## src/rtl/exp_pkg.sv

```systemverilog
package exp_pkg;
  localparam int PORT_W   = 8;
  localparam int STRAP_W  = 3;
  localparam int PREFIX_W = 4;
  localparam int BYTE_W   = PORT_W;

  typedef logic [PORT_W-1:0] port_t;

  typedef enum logic [3:0] {
    PH_IDLE, PH_ADDR, PH_AACK, PH_CMD, PH_CACK,
    PH_WDAT, PH_DACK, PH_TX, PH_TACK, PH_WAIT
  } phase_t;

  localparam port_t SEL_LEVEL  = port_t'(0);
  localparam port_t SEL_DRIVE  = port_t'(1);
  localparam port_t SEL_INVERT = port_t'(2);
  localparam port_t SEL_DIR    = port_t'(3);

  function automatic port_t level_view(port_t lvl, port_t inv);
    return lvl ^ inv;
  endfunction

  function automatic port_t read_pick(port_t sel, port_t lvl, port_t inv,
                                      port_t drv, port_t dir);
    case (sel)
      SEL_LEVEL:  return level_view(lvl, inv);
      SEL_DRIVE:  return drv;
      SEL_INVERT: return inv;
      SEL_DIR:    return dir;
      default:    return '1;
    endcase
  endfunction

  function automatic logic addr_match(logic [BYTE_W-1:0] frame,
                                      logic [PREFIX_W-1:0] pfx,
                                      logic [STRAP_W-1:0] strap);
    return frame[BYTE_W-1:1] == {pfx, strap};
  endfunction
endpackage

```

## src/rtl/exp_line_sync.sv

```systemverilog
module exp_line_sync #(
  parameter int W = 1,
  parameter int STAGES = 2
) (
  input  logic         clk,
  input  logic         rst_n,
  input  logic [W-1:0] d,
  output logic [W-1:0] q
);
  logic [W-1:0] chain [STAGES];

  always_ff @(posedge clk or negedge rst_n) begin
    if (!rst_n) begin
      for (int s = 0; s < STAGES; s++) chain[s] <= '1;
    end else begin
      chain[0] <= d;
      for (int s = 1; s < STAGES; s++) chain[s] <= chain[s-1];
    end
  end

  assign q = chain[STAGES-1];
endmodule

```

## src/rtl/exp_bus_events.sv

```systemverilog
module exp_bus_events (
  input  logic clk,
  input  logic rst_n,
  input  logic scl_s,
  input  logic sda_s,
  output logic scl_rise,
  output logic scl_fall,
  output logic start_evt,
  output logic stop_evt
);
  logic scl_q, sda_q;

  always_ff @(posedge clk or negedge rst_n) begin
    if (!rst_n) begin
      scl_q <= 1'b1;
      sda_q <= 1'b1;
    end else begin
      scl_q <= scl_s;
      sda_q <= sda_s;
    end
  end

  assign scl_rise  = scl_s & ~scl_q;
  assign scl_fall  = ~scl_s & scl_q;
  assign start_evt = scl_s & scl_q & sda_q & ~sda_s;
  assign stop_evt  = scl_s & scl_q & ~sda_q & sda_s;
endmodule

```

## src/rtl/exp_link.sv

```systemverilog
module exp_link
  import exp_pkg::*;
#(
  parameter logic [PREFIX_W-1:0] ADDR_PREFIX = 4'b0100
) (
  input  logic               clk,
  input  logic               rst_n,
  input  logic               scl_rise,
  input  logic               scl_fall,
  input  logic               start_evt,
  input  logic               stop_evt,
  input  logic               sda_s,
  input  logic [STRAP_W-1:0] strap,
  input  port_t              rd_data,
  output logic               sda_oe,
  output logic               cmd_stb,
  output logic               wr_stb,
  output port_t              rx_byte,
  output logic               link_idle
);
  localparam int CW = $clog2(BYTE_W + 1);
  localparam logic [CW-1:0] FULL = CW'(BYTE_W);
  localparam logic [CW-1:0] LAST = CW'(BYTE_W - 1);

  phase_t          phase;
  logic [BYTE_W-1:0] shreg;
  logic [CW-1:0]   cnt;
  logic            rw_q, nack_q, oe_q;
  logic            bus_evt, byte_end, addr_hit;

  assign bus_evt  = start_evt | stop_evt;
  assign byte_end = scl_fall && (cnt == FULL);
  assign addr_hit = addr_match(shreg, ADDR_PREFIX, strap);

  always_ff @(posedge clk or negedge rst_n) begin
    if (!rst_n) begin
      phase  <= PH_IDLE;
      shreg  <= '0;
      cnt    <= '0;
      rw_q   <= 1'b0;
      nack_q <= 1'b0;
      oe_q   <= 1'b0;
    end else if (start_evt) begin
      phase <= PH_ADDR;
      cnt   <= '0;
      oe_q  <= 1'b0;
    end else if (stop_evt) begin
      phase <= PH_IDLE;
      oe_q  <= 1'b0;
    end else begin
      case (phase)
        PH_ADDR, PH_CMD, PH_WDAT: begin
          if (scl_rise && cnt != FULL) begin
            shreg <= {shreg[BYTE_W-2:0], sda_s};
            cnt   <= cnt + 1'b1;
          end else if (byte_end) begin
            if (phase == PH_ADDR) begin
              if (addr_hit) begin
                phase <= PH_AACK;
                oe_q  <= 1'b1;
                rw_q  <= shreg[0];
              end else begin
                phase <= PH_WAIT;
              end
            end else begin
              phase <= (phase == PH_CMD) ? PH_CACK : PH_DACK;
              oe_q  <= 1'b1;
            end
          end
        end
        PH_AACK: begin
          if (scl_fall) begin
            cnt <= '0;
            if (rw_q) begin
              phase <= PH_TX;
              shreg <= rd_data;
              oe_q  <= ~rd_data[BYTE_W-1];
            end else begin
              phase <= PH_CMD;
              oe_q  <= 1'b0;
            end
          end
        end
        PH_CACK, PH_DACK: begin
          if (scl_fall) begin
            phase <= PH_WDAT;
            cnt   <= '0;
            oe_q  <= 1'b0;
          end
        end
        PH_TX: begin
          if (scl_fall) begin
            if (cnt == LAST) begin
              phase <= PH_TACK;
              oe_q  <= 1'b0;
            end else begin
              shreg <= {shreg[BYTE_W-2:0], 1'b0};
              oe_q  <= ~shreg[BYTE_W-2];
              cnt   <= cnt + 1'b1;
            end
          end
        end
        PH_TACK: begin
          if (scl_rise) begin
            nack_q <= sda_s;
          end else if (scl_fall) begin
            if (!nack_q) begin
              phase <= PH_TX;
              shreg <= rd_data;
              oe_q  <= ~rd_data[BYTE_W-1];
              cnt   <= '0;
            end else begin
              phase <= PH_WAIT;
            end
          end
        end
        default: ;
      endcase
    end
  end

  assign sda_oe    = oe_q;
  assign rx_byte   = shreg;
  assign cmd_stb   = !bus_evt && phase == PH_CMD  && byte_end;
  assign wr_stb    = !bus_evt && phase == PH_WDAT && byte_end;
  assign link_idle = (phase == PH_IDLE) || (phase == PH_WAIT);
endmodule

```

## src/rtl/exp_regs.sv

```systemverilog
module exp_regs
  import exp_pkg::*;
(
  input  logic  clk,
  input  logic  rst_n,
  input  logic  cmd_stb,
  input  logic  wr_stb,
  input  port_t rx_byte,
  input  port_t pin_lvl,
  output port_t rd_data,
  output port_t pin_o,
  output port_t pin_oe,
  output port_t ptr
);
  port_t drv_q, inv_q, dir_q, ptr_q;

  always_ff @(posedge clk or negedge rst_n) begin
    if (!rst_n) begin
      drv_q <= '1;
      inv_q <= '0;
      dir_q <= '1;
      ptr_q <= '0;
    end else begin
      if (cmd_stb) ptr_q <= rx_byte;
      if (wr_stb) begin
        case (ptr_q)
          SEL_DRIVE:  drv_q <= rx_byte;
          SEL_INVERT: inv_q <= rx_byte;
          SEL_DIR:    dir_q <= rx_byte;
          default:    ;
        endcase
      end
    end
  end

  assign rd_data = read_pick(ptr_q, pin_lvl, inv_q, drv_q, dir_q);
  assign ptr     = ptr_q;

  for (genvar b = 0; b < PORT_W; b++) begin : g_pin
    assign pin_o[b]  = drv_q[b];
    assign pin_oe[b] = ~dir_q[b];
  end
endmodule

```

## src/rtl/i2c_port_expander.sv

```systemverilog
module i2c_port_expander #(
  parameter logic [3:0] ADDR_PREFIX = 4'b0100
) (
  input  logic       clk,
  input  logic       rst_n,
  input  logic       scl_i,
  input  logic       sda_i,
  output logic       sda_oe,
  input  logic [2:0] strap_i,
  input  logic [7:0] pin_i,
  output logic [7:0] pin_o,
  output logic [7:0] pin_oe
);
  import exp_pkg::*;

  localparam int SW = PORT_W + 2;

  logic [SW-1:0] sync_q;
  logic          scl_s, sda_s;
  port_t         pin_lvl;
  logic          scl_rise, scl_fall, start_evt, stop_evt;
  logic          cmd_stb, wr_stb, link_idle;
  port_t         rx_byte, rd_data, reg_ptr;

  exp_line_sync #(.W(SW), .STAGES(2)) u_sync (
    .clk(clk), .rst_n(rst_n), .d({pin_i, sda_i, scl_i}), .q(sync_q)
  );

  assign scl_s   = sync_q[0];
  assign sda_s   = sync_q[1];
  assign pin_lvl = sync_q[SW-1:2];

  exp_bus_events u_evt (
    .clk(clk), .rst_n(rst_n), .scl_s(scl_s), .sda_s(sda_s),
    .scl_rise(scl_rise), .scl_fall(scl_fall),
    .start_evt(start_evt), .stop_evt(stop_evt)
  );

  exp_link #(.ADDR_PREFIX(ADDR_PREFIX)) u_link (
    .clk(clk), .rst_n(rst_n), .scl_rise(scl_rise), .scl_fall(scl_fall),
    .start_evt(start_evt), .stop_evt(stop_evt), .sda_s(sda_s),
    .strap(strap_i), .rd_data(rd_data), .sda_oe(sda_oe),
    .cmd_stb(cmd_stb), .wr_stb(wr_stb), .rx_byte(rx_byte),
    .link_idle(link_idle)
  );

  exp_regs u_regs (
    .clk(clk), .rst_n(rst_n), .cmd_stb(cmd_stb), .wr_stb(wr_stb),
    .rx_byte(rx_byte), .pin_lvl(pin_lvl), .rd_data(rd_data),
    .pin_o(pin_o), .pin_oe(pin_oe), .ptr(reg_ptr)
  );
endmodule

```

## config.mk

```make
export PLATFORM = sky130hd
export DESIGN_NAME = i2c_port_expander
export DESIGN_NICKNAME = d
export VERILOG_FILES = /design/src/rtl/exp_pkg.sv /design/src/rtl/exp_line_sync.sv /design/src/rtl/exp_bus_events.sv /design/src/rtl/exp_link.sv /design/src/rtl/exp_regs.sv /design/src/rtl/i2c_port_expander.sv
export SDC_FILE = /design/constraint.sdc
export NUM_CORES = 1
export LEC_CHECK = 0
export ABC_CLOCK_PERIOD_IN_PS = 5100
export BUFFER_PORTS_ARGS = -buffer_cell sky130_fd_sc_hd__buf_2
export CORE_MARGIN = 4
export CORE_UTILIZATION = 45
export DETAILED_ROUTE_END_ITERATION = 6
export PLACE_DENSITY = 0.62
export RECOVER_POWER = 25
export SYNTH_ARGS = -nofsm -noshare
export SYNTH_HDL_FRONTEND = slang
export SYNTH_SLANG_ARGS = --single-unit
```

## constraint.sdc

```tcl
create_clock -name clk -period 5.1 [get_ports clk]
set_input_delay 1.275 -clock clk [delete_from_list [all_inputs] [get_ports clk]]
set_output_delay 1.275 -clock clk [all_outputs]
set_load 0.03 [all_outputs]
```

# ---- Yosys cells after proc, flatten, opt, wreduce, memory -nomap -nowiden
# Cells that the tools add are included.
# Widths: inputs -> output; s select.
dict set report totals {
  latchBits 0
  elab_cells 156
  rom_bits 0
  regBits 73
  out_inout_bits 17
  memories 0
  inputBits 15
  ram_bits 0
}
dict set report op_classes {
  n_lt_le_gt_ge 0
  n_mul 0
  n_reduce_logical 23
  eq_ne 41
  n_div 0
  add_sub_neg 1
  bitwise 26
  shifts 0
  mux 51
}
# cell count
set ops {}
lappend ops {{$mux 4} 22}
lappend ops {{$mux 8} 8}
lappend ops {{$pmux 8 s4} 2}
lappend ops {{$ne 4x1->1 const B} 6}
lappend ops {{$eq 4x3->1 const B} 5}
lappend ops {{$pmux 4 s5} 1}
lappend ops {{$reduce_and 9->1} 2}
lappend ops {{$not 1->1} 17}
lappend ops {{$eq 8x2->1 const B} 2}
lappend ops {{$pmux 4 s4} 1}
lappend ops {{$mux 1} 14}
lappend ops {{$ne 2x1->1 const B} 6}
lappend ops {{$ne 3x1->1 const B} 4}
lappend ops {{$reduce_and 11->1} 1}
lappend ops {{$reduce_and 10->1} 1}
lappend ops {{$eq 4x2->1 const B} 2}
lappend ops {{$eq 4x4->1 const B} 2}
lappend ops {{$eq 8x1->1 const B} 1}
lappend ops {{$logic_not 8->1} 1}
lappend ops {{$ne 4x2->1 const B} 2}
lappend ops {{$ne 4x4->1 const B} 2}
lappend ops {{$xor 8x8->8} 1}
lappend ops {{$and 1x1->1} 7}
lappend ops {{$eq 7x6->1} 1}
lappend ops {{20 further kinds} 31}

# ---- Depth between registers and ports, before layout
# Gate-level depths: netlist of run 1.
dict set report logic_depth {
  word_depth 9
  ltp_mapped 8
  mapped_depth_nobuf 7
}

# ---- Cells and area by module
# A second synthesis of run 1 with hierarchy kept.
dict set report unflattened {
  cells_unflattened 312
  hier_area_um2 3714.8
}
# module cells_per_inst seq_area_each_um2 instances area_per_inst_um2
set modules_own_cells {}
lappend modules_own_cells {exp_regs 128 820.8 1 1617.8}
lappend modules_own_cells {exp_link 148 475.5 1 1411.4}
lappend modules_own_cells {exp_line_sync 30 525.5 1 600.6}
lappend modules_own_cells {exp_bus_events 6 52.6 1 85.1}

# ---- Worst setup path before layout of run 1
# OpenSTA, ideal clock, no wires.
dict set report synth_timing {
  kind {input to register}
  from {in strap_i[1]}
  to {reg u_link.phase[0]}
  stages 5
  required_ns 4.975
  setup_ns 0.125
  setup_slack_ns 2.865
  t_arrival_ns 2.110
  path_buffers 0
  path_cell_list {xnor2_1 -> nand4_1 -> a31oi_1 -> a22oi_1 -> mux2_2}
}
dict set report synth_via {
  elab_chain_cells 8
}
# element line
set synth_rtl {}
lappend synth_rtl {{from (decl)} i2c_port_expander.sv:9} ;# input logic [2:0] strap_i,
lappend synth_rtl {{$eq 7x6->1} exp_pkg.sv:37} ;# return frame[BYTE_W-1:1] == {pfx, strap};
lappend synth_rtl {{$mux 4} exp_link.sv:58} ;# if (addr_hit) begin
lappend synth_rtl {{$mux 4} exp_link.sv:57} ;# if (phase == PH_ADDR) begin
lappend synth_rtl {{$mux 4} exp_link.sv:56} ;# end else if (byte_end) begin
lappend synth_rtl {{$mux 4} exp_link.sv:53} ;# if (scl_rise && cnt != FULL) begin
lappend synth_rtl {{$pmux 4 s5} exp_link.sv:51} ;# case (phase)
lappend synth_rtl {{$mux 4} exp_link.sv:47} ;# end else if (stop_evt) begin
lappend synth_rtl {{$mux 4} exp_link.sv:43} ;# end else if (start_evt) begin
lappend synth_rtl {{to (signal assigned)} exp_link.sv:66} ;# phase <= (phase == PH_CMD) ? PH_CACK : PH_DACK;
lappend synth_rtl {{to (decl)} exp_link.sv:25} ;# phase_t phase;
# Every way passes these cells. The select of a mux whose other input is x is not followed.
# A chain may end at the register's enable or synchronous reset.

# ---- Worst setup path after layout of run 1
dict set report layout_timing {
  from {reg u_link.phase[1]}
  to {reg u_link.cnt[1]}
}
dict set report layout_via {
  elab_chain_cells 5
  word_cells_on_any_way 22
  cone_classes {eq/ne: 15; mux: 3; reduce/logical: 4}
}
# element line
set layout_rtl {}
lappend layout_rtl {{$eq 4x2->1 (tied with other cells)} exp_link.sv:51}
lappend layout_rtl {{$reduce_or 3->1 (on tied branches)} -}
lappend layout_rtl {{$pmux 4 s4} exp_link.sv:51}
lappend layout_rtl {{$mux 4} exp_link.sv:47}
lappend layout_rtl {{$mux 4} exp_link.sv:43}
lappend layout_rtl {{to (signal assigned)} exp_link.sv:55} ;# cnt <= cnt + 1'b1;
lappend layout_rtl {{to (signal assigned)} exp_link.sv:99} ;# cnt <= cnt + 1'b1;
lappend layout_rtl {{to (decl)} exp_link.sv:27} ;# logic [CW-1:0] cnt;
# Several ways; a longest one is shown, not always the timed one. The select of a mux whose other input is x is not followed.

==> qor.tcl, run 1 <==
set qor(post_drt_wl_per_cell_um) 16.38
set qor(worstRegToRegCells) 5
set qor(synth_top_cell_by_area) {dfstp_2}
set qor(start_kind) {register}
set qor(drv.max_cap_violation_count) 1
set qor(top_level_ports) 32
set qor(synth_area_per_cell_um2) 11.32
set qor(pin_count_of_the_biggest_net_entering_global_routing) 74
set qor(antenna_found_initial) 0
set qor(sequentialPowerShare_pct) 42.0
set qor(setup_repair_after_global_routing_missed_its_margin) {no}
set qor(final_nets) 364
set qor(cts_post_setup_buffers_inserted) 0
set qor(synth-warning-count) 0
set qor(critPathMaxStageDelay_ns) 0.85
set qor(cts.clk_slew.worst_paths_ns) 0.08
set qor(worst_ep_arrival_ns) 2.85
set qor(grt.total_usage_pct) 16.49
set qor(area_delta_synth_final_pct) 12.60
set qor(mappedNetlistArea_um2) 3566
set qor(core_region_area_um2) 7727
set qor(timing.clock.skew_ns) 0.01091
set qor(cellPowerDensity_nw_per_um2) 484.2
set qor(globalRouteOverflowTotal) 0
set qor(synthesis.instances) 315
set qor(ant_nets) 0
set qor(cell_internal_pwr_w) 0.001225
set qor(tritoncts.num_buffers) 9
set qor(h-tree-depth) 3
set qor(count_of_flip_flops_with_a_built_in_enable_after_synthesis) 0
set qor(run_status) {complete, but fails checks}
set qor(critical_path.n_buffers_inverters) 0
set qor(fill_cells) 692
set qor(cp-end-kind) {register}
set qor(p_leak_nw) 1.753
set qor(worst_r2r_endpoint) {u_link.cnt[1]}
set qor(synth_cell_type_count) 53
set qor(synth-seq-cells) 73
set qor(peakVddDrop_mv) 0.2262
set qor(design.die.area_um2) 9413
set qor(postSynth.topFlopCell) {dfstp_2}
set qor(cts_max_path_buffers) 2
set qor(synth_nets) 332
set qor(num_rows) 32
set qor(reg2reg_from) {u_link.phase[1]}
set qor(tritoncts) {done}
set qor(switching_share_pct) 37.01
set qor(synth-seq-area-share_pct) 52.56
set qor(first_global_vias) 2386
set qor(pre_cts_ws_ns) 2.533
set qor(tightestPinTransition_ns) 1.763
set qor(portbufs) 31
set qor(antenna_cells_inserted) 0
set qor(finalSetupTns_ns) 0
set qor(slew-limit-headroom_pct) -17.56
set qor(timing.final.max_slew_violations) 74
set qor(detailroute.via_count) 2465
set qor(critical_path.max_fanout) 16
set qor(detailed_place_hpwl_mm) 5.095
set qor(min_from) {u_sync.chain[12]}
set qor(layout.cells.non_filler) 454
set qor(maxClockFrequency_mhz) 381.3
set qor(final-setup-viol-count) 0
set qor(final_hold_viol_count) 0
set qor(fin_ws_ns) 2.478
set qor(final_instance_area_um2) 4015
set qor(ctsResizeCount) 0
set qor(failed_checks) {capacitance limit, slew limit}
set qor(cpMaxStageDelayCell) {nor4b_1}
set qor(placedInstanceArea_um2) 3820
set qor(r2r_slack_ns) 2.48
set qor(routabilityCongestion) 0.8773
set qor(final_min_period_over_clock_period_pct) 51.42
set qor(min_delay_worst_endpoint) {u_sync.q[2]}
set qor(whs_path_depth) 0
set qor(power.share.combinational_pct) 34.4
set qor(ys_top_cells_by_area) {dfstp_2 (28%), dfrtp_1 (25%), mux2_2 (6.9%)}
set qor(cts_sinks) 73
set qor(drt_pre_antenna_iters) 4
set qor(die_width_um) 97.02
set qor(timing.critical_path.max_delay_family) {simple AND/OR/NAND/NOR gates}
set qor(drcViolationCount) 0
set qor(worstPathRequired_ns) 5.32
set qor(p_sw_w) 0.0007196
set qor(cts-hold-fix-buffers) 0
set qor(layout-drive-gt1-share_pct) 32.95
set qor(fin_crit_ns) 2.622
set qor(initial_utilization_pct) 46.15
set qor(place.detailed.instances) 438
set qor(critical_path_class) {reg -> reg}
set qor(cts-root-buf) {clkbuf_8}
set qor(yosys.area.top_type_share_pct) 28.00
set qor(wl_mm) 7.438
set qor(initialDrtViolationCount) 154
set qor(power.share.clock_pct) 23.6
set qor(die_height_um) 97.02
set qor(cp_cell_sequence) {nor4b_1 -> nand2_1 -> o2111ai_1 -> a21o_1 -> mux2_2}
set qor(via_per_inst) 5.430
set qor(postSynth.asyncResetShare_pct) 100.0
set qor(whs_ns) 0.3573
set qor(min_path_type) {reg -> reg}
set qor(wire_length_of_the_first_global_routing_pass_mm) 12.41
set qor(clock_insertion_delay_worst_skew_ns) 0.34
==> cells in the mapped netlist, types with 2 or more instances <==
library cell / instances
nor2b_1: 13
nor3b_4: 2
mux2i_1: 18
inv_1: 19
nand2_1: 30
o31ai_1: 2
nand2b_1: 7
nand4b_1: 4
o211ai_1: 2
buf_2: 3
o21ai_0: 21
o22ai_1: 6
a221o_1: 2
nor3b_1: 2
clkbuf_1: 8
a31oi_1: 4
xnor2_1: 11
nor2_1: 6
and3_1: 3
ha_1: 2
a21oi_1: 5
mux2_2: 22
nand4_1: 2
a211oi_1: 3
a21o_1: 4
mux2_1: 5
dfstp_2: 38
dfrtp_1: 35
nand3_1: 5
nor4b_1: 3
o2111ai_1: 3
nor3_1: 4
==> cell families after synthesis <==
group / count (synthesis) / share of synthesized area (%)
AO/OA/AOI/OAI: 60 / 11.05
multiplexers: 45 / 13.58
AND/OR/NAND/NOR: 92 / 15.61
adder cells (fa/ha/maj): 3 / 0.9824
XOR/XNOR: 12 / 2.947
flip-flops: 73 / 52.56
buffers and inverters: 30 / 3.263
==> cell usage in the layout (no fill, tap or decap), types with 4 or more instances in the layout <==
master    instances
nand3_1           5
dfstp_2          36
mux2_2           22
a21oi_1           5
clkbuf_8         10
a21o_1            4
o21ai_0          21
buf_2            30
nor3_1            4
nand2_1          30
inv_1            19
nor2_1            6
xnor2_1          11
nand4b_1          4
nor2b_1          13
nand2b_1          7
a31oi_1           4
mux2i_1          18
o22ai_1           6
mux2_1            5
dfrtp_1          35
==> final cells by class <==
| type | count | area (um^2) | share of cell area [%] |
|---|---|---|---|
| inverters | 19 | 71.32 | 1.776 |
| flip-flops and latches | 73 | 1874 | 46.68 |
| clock inverters | 4 | 52.55 | 1.309 |
| multi-input cells | 212 | 1582 | 39.39 |
| clock buffers | 12 | 145.1 | 3.615 |
| well taps | 102 | 127.6 | 3.179 |
| repair buffers | 32 | 162.7 | 4.051 |
==> worst max-delay path by stage <==
stage          cells after the start              end       startpoint  slack, ns
3_5_place_dp                       6  u_link.phase[0]       strap_i[1]       2.53
5_1_grt                            5    u_link.cnt[1]  u_link.phase[2]       2.28
6_report                           5    u_link.cnt[1]  u_link.phase[1]       2.48
3_3_place_gp                       5    u_link.cnt[1]  u_link.phase[2]       2.40
2_1_floorplan                      5  u_link.phase[0]       strap_i[1]       2.87
4_1_cts                            5    u_link.cnt[1]  u_link.phase[1]       2.58
==> metal layers <==
layer	GRT usage, %	wire length [um]
met1	24.56	3830
met4	5.184	68
met5	0	0
met3	3.677	389
met2	23.83	3150
==> state kept, by name, indices dropped and copies added (netlist names), 4 cells and up <==
name	cells
u_link.cnt	4
u_link.phase	4
u_link.rx_byte	8
u_regs.dir_q	8
u_regs.inv_q	8
u_regs.pin_o	8
u_regs.ptr	8
u_sync.chain	10
u_sync.q	10
==> metrics by stage <==
step | power, W | utilization [%]
finish | 0.001944 | 51.96
global route | 0.002071 | 51.96
CTS | 0.001955 | 51.99
detailed placement | 0.001490 | 49.43
global placement | 0.001499 | 49.43
floorplan | 0.001301 | -
==> power groups by stage <==
stage	Combinational (W)	Sequential [W]	Clock, W
2_1_floorplan	0.000547	0.000755	0
3_3_place_gp	0.000670	0.000829	0
3_5_place_dp	0.000666	0.000824	0
4_1_cts	0.000669	0.000814	0.000472
5_1_grt	0.000736	0.000833	0.000503
6_report	0.000668	0.000817	0.000459
(Power assumes the default switching activity.)
==> run 2, diff against run 1 <==
ABC_AREA = 1   (was not set)
ABC_CLOCK_PERIOD_IN_PS = 2600   (was 5100)
clock period = 2.6 ns   (was 5.1 ns; I/O delays follow)
==> run 2 against run 1 <==
Compared with the run above: the run still ends with capacitance limit, slew limit left; global-route usage increased by 2.7 points; via count up 28%; clock-buffer cell count is 3 lower; die area rose by 6.6%; sequential share of layout area down 2.5 points; hold slack is essentially flat; register-to-register slack worse by 1.8 ns; critical path type unchanged.
==> qor.tcl, run 2 <==
set qor(worst_ep_arrival_ns) 2.21
set qor(min_path_type) {reg -> reg}
set qor(timing.clock.skew_ns) 0.01298
set qor(cp_cell_sequence) {nand2_1 -> nor2_1 -> nand3_2 -> nand2_1 -> o21ai_2}
set qor(num_rows) 33
set qor(critPathMaxStageDelay_ns) 0.59
set qor(layout_commonest_cell) {nand2_1}
set qor(cts_post_setup_buffers_inserted) 0
set qor(layout-drive-gt1-share_pct) 22.31
set qor(place.detailed.instances) 618
set qor(detailed_place_hpwl_mm) 6.368
set qor(antenna_cells_inserted) 0
set qor(ys_top_cells_by_area) {dfstp_2 (26%), dfrtp_1 (23%), nand2_1 (17%)}
set qor(first_global_vias) 2998
set qor(antenna_found_initial) 0
set qor(synth_common_cells) {nand2_1 (171), inv_1 (58), nor2_1 (45)}
set qor(core_region_area_um2) 8258
set qor(synthesis.instances) 491
set qor(ant_nets) 0
set qor(synth-seq-area-share_pct) 49.03
set qor(timing.final.max_slew_violations) 74
set qor(top_level_ports) 32
set qor(critical_path_class) {reg -> reg}
set qor(commonest_non_fill_non_tap_cells_in_the_layout) {nand2_1 (171), inv_1 (58), nor2_1 (45), dfstp_2 (37)}
set qor(critical_path.most_common_cell) {nand2_1}
set qor(wl_mm) 8.807
set qor(routabilityCongestion) 0.8629
set qor(cts-root-buf) {clkbuf_8}
set qor(post_drt_wl_per_cell_um) 13.89
set qor(drv.max_cap_violation_count) 1
set qor(placedInstanceArea_um2) 4060
set qor(setup_repair_after_global_routing_missed_its_margin) {no}
set qor(postSynth.topFlopCell) {dfstp_2}
set qor(failed_checks) {capacitance limit, slew limit}
set qor(timing.critical_path.max_delay_family) {simple AND/OR/NAND/NOR gates}
set qor(drt_pre_antenna_iters) 4
set qor(ctsResizeCount) 0
set qor(yosys.area.top_type_share_pct) 26.12
set qor(cpMaxStageDelayCell) {dfrtp_1}
set qor(initialDrtViolationCount) 209
set qor(mappedNetlistArea_um2) 3822
set qor(count_of_flip_flops_with_a_built_in_enable_after_synthesis) 0
set qor(h-tree-depth) 3
set qor(fin_crit_ns) 1.926
set qor(cts_max_path_buffers) 2
set qor(final_instance_area_um2) 4245
set qor(p_leak_nw) 2.081
set qor(synth.most_common_cell) {nand2_1}
set qor(area_delta_synth_final_pct) 11.06
set qor(peakVddDrop_mv) 0.3626
set qor(fill_cells) 826
set qor(cts-hold-fix-buffers) 0
set qor(tritoncts.num_buffers) 9
set qor(synth-warning-count) 0
set qor(worstPathRequired_ns) 2.88
set qor(design.die.area_um2) 10030
set qor(cts.clk_slew.worst_paths_ns) 0.09
set qor(synth_nets) 508
set qor(pin_count_of_the_biggest_net_entering_global_routing) 74
set qor(detailroute.via_count) 3146
set qor(final_hold_viol_count) 0
set qor(run_status) {complete, but fails checks}
set qor(final_min_period_over_clock_period_pct) 74.09
set qor(cp-end-kind) {register}
set qor(final_nets) 541
set qor(die_width_um) 100.2
set qor(globalRouteOverflowTotal) 0
set qor(drcViolationCount) 0
set qor(grt.total_usage_pct) 19.21
set qor(start_kind) {register}
set qor(maxClockFrequency_mhz) 519.1
set qor(die_height_um) 100.2
set qor(tritoncts) {done}
set qor(finalSetupTns_ns) 0
set qor(initial_utilization_pct) 46.29
set qor(portbufs) 31
set qor(final-setup-viol-count) 0
set qor(synth-seq-cells) 73
set qor(layout.cells.non_filler) 634
set qor(clock_insertion_delay_worst_skew_ns) 0.36
set qor(critical_path.max_fanout) 16
set qor(cellPowerDensity_nw_per_um2) 895.0
set qor(synth_top_cell_by_area) {dfstp_2}
set qor(critical_path.n_buffers_inverters) 0
set qor(synth_area_per_cell_um2) 7.785
set qor(synth_cell_type_count) 31
set qor(slew-limit-headroom_pct) -17.35
set qor(postSynth.asyncResetShare_pct) 100.0
set qor(whs_ns) 0.3573
set qor(wire_length_of_the_first_global_routing_pass_mm) 15.07
set qor(tightestPinTransition_ns) 1.760
set qor(cts_sinks) 73
set qor(via_per_inst) 4.962
[run 2: cell families after synthesis]
group                      count (synthesis)  synth area share, %
AOI/OAI and AO/OA                         61                9.656
xor gates and xnor gates                   4               0.9164
adders and majority gates                  2               0.6546
buffers and inverters                     73                7.987
DFF                                       73                49.03
and+or+nand+nor                          278                31.75
[run 2: layer usage]
layer	wire (um)	global-route usage (%)	share of wire, %	vias to the layer above
li1	-	-	-	1613
met1	4536	29.87	52	1423
met4	164	6.632	1.9	0
met2	3613	26.20	41	94
met5	0	0	0	-
met3	492	4.239	5.6	16
[run 2: metrics by stage]
| step | total power, W | worst slack (ns) | utilization, % |
|---|---|---|---|
| 2_1_floorplan | 0.002543 | 1.072 | - |
| 3_3_place_gp | 0.002886 | 0.8304 | 49.17 |
| 3_5_place_dp | 0.002897 | 0.7228 | 49.17 |
| 4_1_cts | 0.003816 | 0.6973 | 51.59 |
| 5_1_grt | 0.004109 | 0.3292 | 51.41 |
| 6_report | 0.003799 | 0.6736 | 51.41 |
[run 2: final timing paths]
path                                  start         endpoint  slack, ns  cells past startpoint
max                           u_regs.ptr[1]  u_regs.dir_q[1]       0.67                      5
min in group asynchronous             rst_n    u_regs.ptr[5]       0.83                      2
max reg2reg                   u_regs.ptr[1]  u_regs.dir_q[1]       0.67                      5
max in group asynchronous             rst_n  u_regs.inv_q[0]       0.71                      2
min reg2reg                u_sync.chain[12]      u_sync.q[2]       0.36                      0
min                        u_sync.chain[12]      u_sync.q[2]       0.36                      0
[run 2: worst reg2reg max path, cell delays in order, from the launching register on]
cell and delay (ns):
dfrtp_1 0.59, nand2_1 0.14, nor2_1 0.44, nand3_2 0.43
nand2_1 0.20, o21ai_2 0.06
[run 2: cell type report]
| type | count | area [um^2] | share of cell area, % |
|---|---|---|---|
| clock buffers | 9 | 123.9 | 2.918 |
| clock inverters | 7 | 76.32 | 1.798 |
| inverters | 63 | 236.5 | 5.570 |
| multi-input cells | 345 | 1643 | 38.70 |
| flip-flops and latches | 73 | 1874 | 44.15 |
| well taps | 105 | 131.4 | 3.095 |
| repair buffers | 32 | 160.2 | 3.772 |
[run 2: where the power goes]
part / internal, W / switching (W) / total, W
clock network: 0.000451 / 0.000462 / 0.000913
registers: 0.00130 / 0.000146 / 0.00144
logic: 0.000434 / 0.00101 / 0.00144
==> run 3, diff against run 2 <==
ABC_CLOCK_PERIOD_IN_PS = 1900   (was 2600)
clock period = 1.9 ns   (was 2.6 ns; I/O delays follow)
==> run 3 against run 2 <==
Compared with the run above: the flow now finishes without violations; sequential share of layout area fell by 0.77 points; first-iteration DRC count fell by 21%; cell count rose by 1.3%; die area did not move; global-route usage fell by 0.48 points; clock-buffer cell count did not move; via count barely moved; fmax rose by 11%; wire length fell by 1.4%; utilization rose by 0.91 points; critical path type unchanged; largest cell class unchanged.
==> qor.tcl, run 3 (synthesis gave the netlist of run 2 again) <==
set qor(initial_utilization_pct) 46.29
set qor(maxClockFrequency_mhz) 576.0
set qor(h-tree-depth) 3
set qor(final_nets) 549
set qor(commonest_non_fill_non_tap_cells_in_the_layout) {nand2_1 (171), inv_1 (58), nor2_1 (45), dfstp_2 (38)}
set qor(critical_path.max_fanout) 16
set qor(via_per_inst) 4.899
set qor(final_min_period_over_clock_period_pct) 91.38
set qor(detailroute.via_count) 3145
set qor(timing.final.max_slew_violations) 0
set qor(drcViolationCount) 0
set qor(antenna_found_initial) 0
set qor(p_sw_w) 0.002239
set qor(switching_share_pct) 43.46
set qor(cp-end-kind) {register}
set qor(clock_insertion_delay_worst_skew_ns) 0.36
set qor(slew-limit-headroom_pct) 34.77
set qor(power.share.combinational_pct) 39.3
set qor(tritoncts.num_buffers) 9
set qor(cts_sinks) 73
set qor(cts.clk_slew.worst_paths_ns) 0.08
set qor(worstPathRequired_ns) 2.14
set qor(timing.clock.skew_ns) 0.006625
set qor(drv.max_cap_violation_count) 0
set qor(worst_ep_arrival_ns) 1.97
set qor(critical_path_class) {reg -> reg}
set qor(fin_crit_ns) 1.736
set qor(globalRouteOverflowTotal) 0
set qor(detailed_place_hpwl_mm) 6.286
set qor(drt_pre_antenna_iters) 5
set qor(final-setup-viol-count) 0
set qor(wire_length_of_the_first_global_routing_pass_mm) 14.47
set qor(pin_count_of_the_biggest_net_entering_global_routing) 74
set qor(initialDrtViolationCount) 165
set qor(design.die.area_um2) 10030
set qor(cts_max_path_buffers) 2
set qor(final_instance_area_um2) 4320
set qor(power.share.clock_pct) 22.5
set qor(start_kind) {register}
set qor(tightestPinTransition_ns) 0.9785
set qor(finalSetupTns_ns) 0
set qor(grt.total_usage_pct) 18.73
set qor(die_width_um) 100.2
set qor(cellPowerDensity_nw_per_um2) 1192
set qor(placedInstanceArea_um2) 4133
set qor(core_region_area_um2) 8258
set qor(area_delta_synth_final_pct) 13.03
set qor(cts-hold-fix-buffers) 0
set qor(num_rows) 33
set qor(layout-drive-gt1-share_pct) 23.65
set qor(pre_cts_ws_ns) 0.1446
set qor(cts-root-buf) {clkbuf_8}
set qor(p_leak_nw) 2.119
set qor(cell_internal_pwr_w) 0.002913
set qor(die_height_um) 100.2
set qor(run_status) {finished, final reports clean}
set qor(setup_repair_after_global_routing_missed_its_margin) {no}
set qor(tritoncts) {done}
set qor(peakVddDrop_mv) 0.6235
set qor(routabilityCongestion) 0.9016
set qor(fin_ws_ns) 0.1638
set qor(portbufs) 31
set qor(first_global_vias) 2829
set qor(layout_commonest_cell) {nand2_1}
set qor(ant_nets) 0
set qor(top_level_ports) 32
set qor(sequentialPowerShare_pct) 38.1
set qor(antenna_cells_inserted) 0
set qor(whs_ns) 0.2086
set qor(report.power.total_w) 0.005152
set qor(min_path_type) {in -> reg}
set qor(wl_mm) 8.684
set qor(post_drt_wl_per_cell_um) 13.53
set qor(final_hold_viol_count) 0
-- run 3: cell count changes in the layout (fill, tap and decap cells not counted) --
cell       change
buf_12         +1
buf_4          +7
bufinv_16      -1
clkbuf_2       -1
clkbuf_4       +1
clkinv_2       -1
clkinv_4       +1
dfstp_1        -1
dfstp_2        +1
inv_8          +1
nand3_2        -2
nand3_4        +2
-- run 3: path summary, 6_finish.rpt --
path	from	endpoint	slack, ns	depth (start not counted)
setup / recovery	u_evt.scl_q	u_regs.inv_q[6]	0.16	7
hold / removal	scl_i	u_sync.chain[10]	0.21	1
setup reg to reg	u_evt.scl_q	u_regs.inv_q[6]	0.16	7
hold reg to reg	u_sync.chain[12]	u_sync.q[2]	0.36	0
max in group asynchronous	rst_n	u_regs.inv_q[7]	0.90	2
min in group asynchronous	rst_n	u_link.phase[2]	0.38	2
-- run 3: routing by layer --
layer	vias to the layer above	part of all wire, %	wire length [um]	GRT usage [%]
met4	0	1.7	144	7.150
met5	-	0	0	0
li1	1629	-	-	-
met3	12	5.3	456	3.266
met2	73	41	3563	24.62
met1	1431	52	4520	30.18
-- run 3: worst max-delay path, cell delays in order (launching register included) --
cell     delay [ns]
dfstp_2        0.57
inv_1          0.05
nor2_2         0.12
nand3_1        0.17
nor2_4         0.25
nand4_4        0.26
nand2_1        0.12
o21ai_1        0.07
-- run 3: power by group through the flow --
stage,Combinational (W),Sequential [W],Clock [W]
finish,0.00203,0.00197,0.00116
floorplan,0.00153,0.00195,0
global placement,0.00201,0.00199,0
global route,0.00234,0.00200,0.00127
detailed placement,0.00202,0.00199,0
CTS,0.00203,0.00197,0.00120
-- run 3: final cells by class --
| cell class | count | area (um^2) |
|---|---|---|
| clock buffers | 9 | 123.9 |
| clock inverters | 7 | 61.31 |
| multi-input cells | 345 | 1658 |
| repair buffers | 40 | 235.2 |
| well taps | 105 | 131.4 |
| fillers | 829 | 3938 |
| flip-flops and latches | 73 | 1874 |
| inverters | 63 | 236.5 |
-- run 3: timing repair --
| item | 4_1_cts | 5_1_grt |
|---|---|---|
| setup buffers | 0 | 0 |
| endpoints found under the hold margin | 0 | 0 |
| gates resized for setup | 0 | 2 |
| endpoints found under the setup margin | 0 | 8 |
-- run 3: metrics by stage --
step,std cells,util [%]
4_1_cts,642,52.29
2_1_floorplan,491,-
5_1_grt,642,52.32
6_report,642,52.32
3_3_place_gp,626,50.05
3_5_place_dp,626,50.05
